### src/rtl/ones_run_detector.sv
module ones_run_detector #(
  parameter int RUN_LEN = 4
) (
  input  logic clk,
  input  logic rst,
  input  logic x,
  output logic y
);

  localparam int CW = (RUN_LEN > 1) ? $clog2(RUN_LEN) : 1;
  localparam logic [CW-1:0] LAST = CW'(RUN_LEN - 1);

  typedef enum logic [1:0] {S_IDLE = 2'd0, S_COUNT = 2'd1, S_HIT = 2'd2} st_t;

  st_t st, st_nx;
  logic [CW-1:0] cnt, cnt_nx;

  always_comb begin
    st_nx  = st;
    cnt_nx = cnt;
    case (st)
      S_IDLE: begin
        cnt_nx = '0;
        if (x) begin
          if (RUN_LEN == 1) st_nx = S_HIT;
          else begin
            st_nx  = S_COUNT;
            cnt_nx = CW'(1);
          end
        end
      end
      S_COUNT: begin
        if (!x) begin
          st_nx  = S_IDLE;
          cnt_nx = '0;
        end else if (cnt == LAST) begin
          st_nx  = S_HIT;
          cnt_nx = '0;
        end else begin
          cnt_nx = cnt + CW'(1);
        end
      end
      S_HIT: begin
        cnt_nx = '0;
        if (!x) st_nx = S_IDLE;
      end
      default: begin
        st_nx  = S_IDLE;
        cnt_nx = '0;
      end
    endcase
  end

  always_ff @(posedge clk) begin
    if (rst) begin
      st  <= S_IDLE;
      cnt <= '0;
    end else begin
      st  <= st_nx;
      cnt <= cnt_nx;
    end
  end

  assign y = (st == S_HIT);

  AST_ZERO_DROPS: assert property (@(posedge clk) disable iff (rst) !x |=> !y);
  AST_RUN_HOLDS: assert property (@(posedge clk) disable iff (rst) (y && x) |=> y);
  AST_RESET_CLEARS: assert property (@(posedge clk) rst |=> (!y && cnt == '0));
  AST_CNT_BOUND: assert property (@(posedge clk) disable iff (rst) cnt <= LAST);
  AST_IDLE_CNT_ZERO: assert property (@(posedge clk) disable iff (rst) (st == S_IDLE) |-> (cnt == '0));
  AST_RISE_NEEDS_ONE: assert property (@(posedge clk) disable iff (rst) $rose(y) |-> $past(x));

endmodule

### config.mk
export PLATFORM = sky130hd
export DESIGN_NAME = ones_run_detector
export DESIGN_NICKNAME = d
export VERILOG_FILES = /design/src/rtl/ones_run_detector.sv
export SDC_FILE = /design/constraint.sdc
export NUM_CORES = 1
export LEC_CHECK = 0
export BUFFER_PORTS_ARGS = -buffer_cell sky130_fd_sc_hd__buf_2
export CORE_AREA = 2 2 39 41
export DETAILED_ROUTE_END_ITERATION = 6
export DIE_AREA = 0 0 41 43
export GPL_ROUTABILITY_DRIVEN = 0
export PLACE_DENSITY_LB_ADDON = 0.12
export SLEW_MARGIN = 10
export SYNTH_ARGS = -nofsm -noshare
export SYNTH_HDL_FRONTEND = slang
export SYNTH_SLANG_ARGS = --single-unit
### constraint.sdc
create_clock -name clk -period 1.2 [get_ports clk]
set_input_delay 0.06 -clock clk [delete_from_list [all_inputs] [get_ports clk]]
set_output_delay 0.06 -clock clk [all_outputs]
set_load 0.02 [all_outputs]
==> out/qor.txt, run 1 <==
Critical path type: register to register
Max-slew violation count: 0
Average wire per standard cell: 7.83 um
Seq/Total Area, Yosys: 53.8%
Initial Util: 10.8%
R2R Setup Slk: 0.20 ns
Initial antenna violation count: 0
Cell Pwr Density: 1530 nW/um^2
Worst hold endpoint: st[1]
Min Tclk post-route: 0.999 ns
Worst relative slew slack: 88.1%
Nets in the synthesized netlist: 18
Antenna viol nets, final: 0
Clk slew on worst S/H paths: 0.04 ns
Post-CTS Setup Repair Bufs: 0
Max_cap viols: 0
Worst EP arrival: 1.12 ns
Total congestion overflow: 0
Initial DRC count: 4
Diodes inserted: 0
HPWL Detailed: 207 um
FMAX: 1000 MHz
CTS H-tree lvls: 1
Netlist cell types: 10
DR DRC count: 0
Die extent in x: 41 um
R2R cell count: 3
Critical Path Source Type: register
Largest net degree at the start of global routing: 6
Crit Reg-Reg Endpoint: st[1]
Min-Delay Startpoint: x
Final Hold Vio Count: 0
Synth Warn #: 0
Worst R2R Start: cnt[0]
Setup TNS: 0 ns
Clock buffer depth: 2
# IOs: 4
Final critical-path share of the clock period: 83.2%
Hold Path Stages: 2
Syn avg cell area: 10.6 um^2
Row count: 14
Worst-Margin Slew: 0.178 ns
Post-synthesis cell count: 14
Core area: 1380 um^2
Gr usage total: 5.42%
DR pass1 iterations: 4
Vias in the first global route: 125
Crit Path Max Fanout: 2
Synth Cell Area: 149 um^2
Clk_lat worst skew: 0.23 ns
Post_cts resized: 0
Final core utilization: 14.9%
Critical Path RT: 1.32 ns
Die H: 43 um
Post-CTS Hold Buffers: 0
CTS tree: done
Final setup vio count: 0
Maximum vdd drop: 0.440 mV
Syn-to-layout area delta: 38.7%
RSZ-0062 raised after global routing: false
Clock Tree Root: clkbuf_4
Routed vias: 121
Status: completed
Layout cell share with drive strength beyond 1: 35.0%
First-pass GRT wire length: 503 um
WL final: 282 um
PortBufs: 3
Drt via density: 3.36
Final worst clock skew: 0.00328 ns
TritonCTS Buffers: 3
Nets: 26
HP Class: primary input to register
Clock sink count: 4
Number of synthesized register bits: 4
Setup crit end kind: register
Die area: 1760 um^2
Static Leak: 0.000110 uW
-- sequential cells by signal, summed over array words and instances, names as in the netlist --
name and flops:
st 2, cnt 2
-- how the worst max path moves through the flow --
stage / startpoint / end / slack [ns] / cells after the start
final: cnt[0] / st[1] / 0.20 / 3
after global routing: st[1] / y / 0.17 / 2
after CTS: cnt[0] / st[1] / 0.19 / 3
after detailed placement: cnt[0] / st[1] / 0.19 / 3
after global placement: cnt[0] / st[1] / 0.20 / 3
after floorplan: cnt[0] / st[1] / 0.24 / 3
-- cell families after synthesis --
logic type,Yosys count,share of synthesized area (%)
AO/OA/AOI/OAI,3,13.4
AND/OR/NAND/NOR,5,21.8
flip-flops,4,53.8
adder cells (fa/ha/maj),1,8.40
buffers and inverters,1,2.52
-- power breakdown --
| part | total (uW) | leakage [uW] | switching (uW) | internal [uW] |
|---|---|---|---|---|
| clock | 163 | 0.0000138 | 51.5 | 112 |
| sequential | 142 | 0.0000328 | 3.58 | 138 |
| combinational | 10.8 | 0.0000635 | 5.16 | 5.60 |
-- cell usage after synthesis --
library cell,count,area [um^2]
a21oi_1,2,10.0
and3b_2,1,10.0
dfxtp_1,4,80.1
ha_1,1,12.5
inv_1,1,3.75
nand2_1,1,3.75
nor2_1,1,3.75
nor2b_1,1,6.26
o211a_1,1,10.0
or3b_1,1,8.76
-- final cells by class --
cell class	instances	area, um^2
fill	155	1180
sequential	4	80.1
multi-input combinational	9	65.1
clock buffer	3	22.5
tap	16	20.0
timing repair buffer	3	15.0
inverter	1	3.75
-- critical path, stage by stage (launching register included) --
cell	delay [ns]
dfxtp_1	0.30
ha_1	0.20
and3b_2	0.19
o211a_1	0.19
-- metal layers --
metal / vias up / track usage, % / routed length (um)
met5: - / 0 / 0
met4: 0 / 4.00 / 0
met3: 0 / 9.42 / 44
met2: 6 / 5.00 / 107
met1: 53 / 4.50 / 130
li1: 62 / - / -
-- per-stage QoR --
step	hold WS [ns]	instances	power (uW)	area, um^2	setup slack [ns]
finish	0.0724	36	315	206	0.201
global placement	0.311	33	154	184	0.199
global route	0.0745	36	348	206	0.166
detailed placement	0.316	33	154	184	0.193
CTS	0.0694	36	326	206	0.195
floorplan	0.208	14	148	149	0.235
-- cell usage in the layout, fill, tap and decap left out, drive strengths merged --
| cell | Yosys | routed |
|---|---|---|
| inv | 1 | 1 |
| nand2 | 1 | 1 |
| buf | 0 | 3 |
| nor2b | 1 | 1 |
| ha | 1 | 1 |
| nor2 | 1 | 1 |
| o211a | 1 | 1 |
| dfxtp | 4 | 4 |
| and3b | 1 | 1 |
| or3b | 1 | 1 |
| clkbuf | 0 | 3 |
| a21oi | 2 | 2 |
Power figures use the tool's default switching activity.
==> inputs of run 2 (changes only) <==
--- a/config.mk
+++ b/config.mk
@@ -5,6 +5,7 @@
 export SDC_FILE = /design/constraint.sdc
 export NUM_CORES = 1
 export LEC_CHECK = 0
+export ABC_AREA = 1
 export BUFFER_PORTS_ARGS = -buffer_cell sky130_fd_sc_hd__buf_2
 export CORE_AREA = 2 2 39 41
 export DETAILED_ROUTE_END_ITERATION = 6
==> constraint.sdc (replaced) <==
create_clock -name clk -period 0.95 [get_ports clk]
set_input_delay 0.0475 -clock clk [delete_from_list [all_inputs] [get_ports clk]]
set_output_delay 0.0475 -clock clk [all_outputs]
set_load 0.02 [all_outputs]
==> run 2 against run 1 <==
  * Flip-flop and latch count stayed put
  * Core utilization up 1.2 points
  * First-iteration DRC count fell by 100%
  * Via count rose by 9.1%
  * Die area is the same
  * Sequential share of layout area is 2.3 points lower
  * Largest power group unchanged
  * Largest cell class unchanged
  * Critical path depth increased by 1
  * Non-clock buffer count is 1 higher
==> out/qor.txt, run 2 <==
Setup crit end kind: output port
Met1 Usage GRT: 3.53%
Clock sink count: 4
PortBufs: 3
Die H: 43 um
Largest stage delay, worst path: 0.31 ns
Antenna viol nets, final: 0
Clk slew on worst S/H paths: 0.03 ns
Drt via density: 3.22
Diodes inserted: 0
Critical path type: register to output port
Setup TNS: 0 ns
Initial antenna violation count: 0
Crit Path Max Fanout: 2
WL final: 242 um
Synth Cell Area: 151 um^2
Nets: 31
Final worst clock skew: 0.00128 ns
Met3 usage: 1.57%
Initial DRC count: 0
Internal power: 325 uW
Average wire per standard cell: 5.90 um
Post-route cell area: 223 um^2
First-pass GRT wire length: 358 um
Post-DP Area: 186 um^2
Max_cap viols: 0
HP Class: primary input to register
Sw frac: 18.0%
Syn-to-layout area delta: 47.1%
CTS H-tree lvls: 1
Die extent in x: 41 um
Most frequent cells in the layout: inv_1 (4), clkbuf_4 (3), dfxtp_1 (3)
Netlist cell types: 8
Setup ws final: 0.0726 ns
Status: completed
Final setup vio count: 0
Final critical-path share of the clock period: 92.4%
Area leader, netlist: dfxtp_1
Nets in the synthesized netlist: 22
Max-slew violation count: 0
Setup Slack @ Placement: 0.157 ns
Post-CTS Hold Buffers: 0
Clk_lat worst skew: 0.23 ns
Final Power: 397 uW
TritonCTS Buffers: 3
Post-synthesis cell count: 18
Worst EP arrival: 0.83 ns
Critical Path Source Type: register
Final Hold Vio Count: 0
Hold slack: 0.0714 ns
DR DRC count: 0
EDFF count, synth: 0
Core area: 1380 um^2
Synth async-reset ratio: 0%
# IOs: 4
Psw: 71.4 uW
Area contributors post-synth: dfxtp_1 (53%), inv_1 (9.9%), ha_1 (8.3%), nand2_1 (7.4%), a21oi_1 (6.6%)
Clock power share: 50.2%
Slowest cell on the critical path: dfxtp_2
Syn avg cell area: 8.41 um^2
CTS tree: done
Combinational power share: 5.1%
DR pass1 iterations: 1
Gr usage total: 4.01%
Seq/Total Area, Yosys: 52.9%
Critical Path RT: 0.90 ns
Static Leak: 0.000106 uW
Largest net degree at the start of global routing: 5
Row count: 14
Worst-Margin Slew: 0.129 ns
Clock buffer depth: 2
Cell Pwr Density: 1780 nW/um^2
Clock Tree Root: clkbuf_4
Power share of the sequential group: 44.7%
Min Tclk post-route: 0.877 ns
Number of synthesized register bits: 4
Most common cell after layout, fill and taps aside: inv_1
Die area: 1760 um^2
Most frequent cells after synthesis: dfxtp_1 (4), inv_1 (4), nand2_1 (3)
Vias in the first global route: 104
GRT busiest layer: met4
Worst relative slew slack: 91.4%
Layout cell share with drive strength beyond 1: 40.0%
Most used DFF post-synth: dfxtp_1
Largest registers: cnt x2, st x2
Total congestion overflow: 0
Post-synth top area share: 52.9%
Synth Warn #: 0
Initial Util: 10.9%
Cell mode on critical path: inv_1
Crit-path cells: inv_1, nand2_2, inv_1, buf_4
Routed vias: 132
RSZ-0062 raised after global routing: false
Maximum vdd drop: 0.756 mV
Met2 usage: 3.44%
FMAX: 1140 MHz
-- run 2: cell types whose count changed after synthesis, sizes merged --
cell,change
inv,+3
a21oi,+1
and3b,-1
nand3,+2
or3b,-1
nand2,+2
nor2b,-1
o211a,-1
-- run 2: per-layer routing --
layer | part of all wire, % | vias up
met2 | 36 | 4
met3 | 5.8 | 4
met4 | 12 | 0
met1 | 46 | 52
li1 | - | 72
met5 | 0 | -
-- run 2: stage by stage --
| stage | instances | util (%) |
|---|---|---|
| 3_3_place_gp | 37 | 13.5 |
| 2_1_floorplan | 18 | - |
| 6_report | 41 | 16.1 |
| 3_5_place_dp | 37 | 13.5 |
| 5_1_grt | 41 | 16.1 |
| 4_1_cts | 41 | 15.7 |
-- run 2: cells by family after synthesis --
logic type	share of synthesized area (%)
DFF	52.9
AOI/OAI and AO/OA	12.4
buffers and inverters	9.91
adders and majority gates	8.26
and+or+nand+nor	16.5
-- run 2: worst paths after layout --
| path | startpoint | endpoint | depth (start not counted) | slack (ns) |
|---|---|---|---|---|
| min | x | st[1] | 3 | 0.07 |
| max | st[0] | y | 4 | 0.07 |
| min reg2reg | cnt[0] | cnt[0] | 1 | 0.45 |
| max reg2reg | cnt[0] | cnt[1] | 3 | 0.15 |
-- run 2: power by group through the flow --
stage | Clock [uW] | Sequential [uW] | Combinational, uW
floorplan | 0 | 180 | 8.99
CTS | 211 | 177 | 19.9
finish | 199 | 177 | 20.1
global placement | 0 | 181 | 14.7
global route | 228 | 178 | 22.5
detailed placement | 0 | 181 | 15.0
-- run 2: area by class of cell --
cell class	instances	area [um^2]
Multi-Input combinational cell	10	58.8
Clock buffer	3	22.5
Inverter	4	15.0
Sequential cell	4	81.3
Tap cell	16	20.0
Fill cell	160	1160
Timing Repair Buffer	4	25.0
-- run 2: timing repair --
item	in CTS	in global routing
endpoints found under the setup margin	1	1
gates resized for setup	1	2
buffers inserted	1	0
hold endpoints to repair	0	0
-- run 2: worst max-delay path: cells and delay by family, from the launching register on --
kind	cells	cell delay [ns]
buffers and inverters	3	0.22
DFF	1	0.31
and+or+nand+nor	1	0.06
==> inputs of run 3 (changes only) <==
--- a/config.mk
+++ b/config.mk
@@ -11,7 +11,7 @@
 export DETAILED_ROUTE_END_ITERATION = 6
 export DIE_AREA = 0 0 41 43
 export GPL_ROUTABILITY_DRIVEN = 0
-export PLACE_DENSITY_LB_ADDON = 0.12
+export PLACE_DENSITY = 0.3
 export SLEW_MARGIN = 10
 export SYNTH_ARGS = -nofsm -noshare
 export SYNTH_HDL_FRONTEND = slang
==> run 3 against run 2 <==
  * Combinational power hardly changed
  * First-iteration DRC count increased by 3
  * Sequential share of layout area unchanged
  * Clock skew increased by 0.0038 ns
  * Count of clock-buffer cells in the layout unchanged
  * Critical path type unchanged
  * Critical endpoint unchanged
  * Highest routed layer is now met3
==> out/qor.txt, run 3 (same netlist as run 2, synthesis figures left out) <==
Worst relative slew slack: 90.8%
Cell mode on critical path: inv_1
Largest stage delay, worst path: 0.31 ns
Critical Path RT: 0.90 ns
Final setup vio count: 0
# IOs: 4
Routed vias: 124
FMAX: 1130 MHz
Slowest cell on the critical path: dfxtp_2
Worst-Margin Slew: 0.137 ns
R2R cell count: 3
Clock buffer depth: 2
Worst EP arrival: 0.84 ns
Static Leak: 0.000106 uW
Setup TNS: 0 ns
Average wire per standard cell: 6.63 um
Initial antenna violation count: 0
PortBufs: 3
Crit-path cells: inv_1, nand2_2, inv_1, buf_4
First-pass GRT wire length: 496 um
Maximum vdd drop: 0.649 mV
Setup crit end kind: output port
Cell Pwr Density: 1810 nW/um^2
Delay-heaviest family, CP: flip-flops
Post-CTS Hold Buffers: 0
Most frequent cells in the layout: inv_1 (4), clkbuf_4 (3), dfxtp_1 (3)
TritonCTS Buffers: 3
CTS tree: done
Setup Slack @ Placement: 0.152 ns
HPWL Detailed: 197 um
Max-slew violation count: 0
Setup ws final: 0.0661 ns
DR DRC count: 0
Vias in the first global route: 144
Drt via density: 3.02
Diodes inserted: 0
HP Class: primary input to register
Min Tclk post-route: 0.884 ns
Clock sink count: 4
Final critical-path share of the clock period: 93.0%
Critical path buffers and inverters: 3
Largest net degree at the start of global routing: 5
Row count: 14
Largest registers: cnt x2, st x2
Total congestion overflow: 0
Die area: 1760 um^2
Syn-to-layout area delta: 47.1%
Clock Tree Root: clkbuf_4
Critical Path Source Type: register
Most common cell after layout, fill and taps aside: inv_1
Initial Util: 10.9%
Die H: 43 um
Final Hold Vio Count: 0
CP Depth: 4
Max_cap viols: 0
Critical path type: register to output port
Nets: 31
Hold Path Stages: 4
RSZ-0062 raised after global routing: false
Final worst clock skew: 0.00505 ns
Die extent in x: 41 um
Layout cell share with drive strength beyond 1: 40.0%
DR pass1 iterations: 2
Initial DRC count: 3
CTS H-tree lvls: 1
Crit Path Max Fanout: 2
Clk_lat worst skew: 0.23 ns
WL final: 272 um
Clk slew on worst S/H paths: 0.04 ns
Gr usage total: 4.93%
Core area: 1380 um^2
Antenna viol nets, final: 0
Status: completed
-- run 3: repair_timing --
item,CTS,global route
gates cloned,0,0
resized for setup,1,2
pin swaps,0,0
endpoints found under the setup margin,1,1
buffers inserted,1,0
-- run 3: worst reg2reg max path, cell delays in order, from the launching register on --
cell and delay [ns]:
dfxtp_1 0.30, ha_1 0.29, nand2_1 0.06, nor2_1 0.04
-- run 3: final cells by class --
class                   instances  area (um^2)
fillers                       155         1160
flip-flops and latches          4         81.3
multi-input cells              10         58.8
repair buffers                  4         25.0
clock buffers                   3         22.5
well taps                      16         20.0
inverters                       4         15.0
-- run 3: worst paths after layout --
path / endpoint / slack, ns / from
worst max-delay path: y / 0.07 / st[0]
worst min-delay path: st[1] / 0.07 / rst
worst min register to register: cnt[0] / 0.44 / cnt[0]
worst max register to register: cnt[1] / 0.15 / cnt[0]
-- run 3: per-layer routing --
layer  wire length, um  part of all wire [%]  track usage, %  vias to the layer above
met4                 0                     0            4.00                        0
li1                  -                     -               -                       71
met3                37                    14            6.28                        0
met2                89                    33            5.00                        4
met5                 0                     0               0                        -
met1               145                    53            4.85                       49
-- run 3: metrics by stage --
step / cell area, um^2 / instances / util, % / hold WS (ns) / power, uW
3_5_place_dp: 186 / 37 / 13.5 / 0.306 / 196
6_report: 223 / 41 / 16.1 / 0.0652 / 403
4_1_cts: 218 / 41 / 15.7 / 0.0545 / 418
5_1_grt: 223 / 41 / 16.1 / 0.0828 / 443
2_1_floorplan: 151 / 18 / - / 0.184 / 189
3_3_place_gp: 186 / 37 / 13.5 / 0.303 / 195
-- run 3: power by group --
group	switching, uW	total (uW)	leakage (uW)	internal (uW)
logic	10.4	20.4	0.0000594	9.96
clock network	64.8	206	0.0000138	141
registers	2.38	177	0.0000330	175
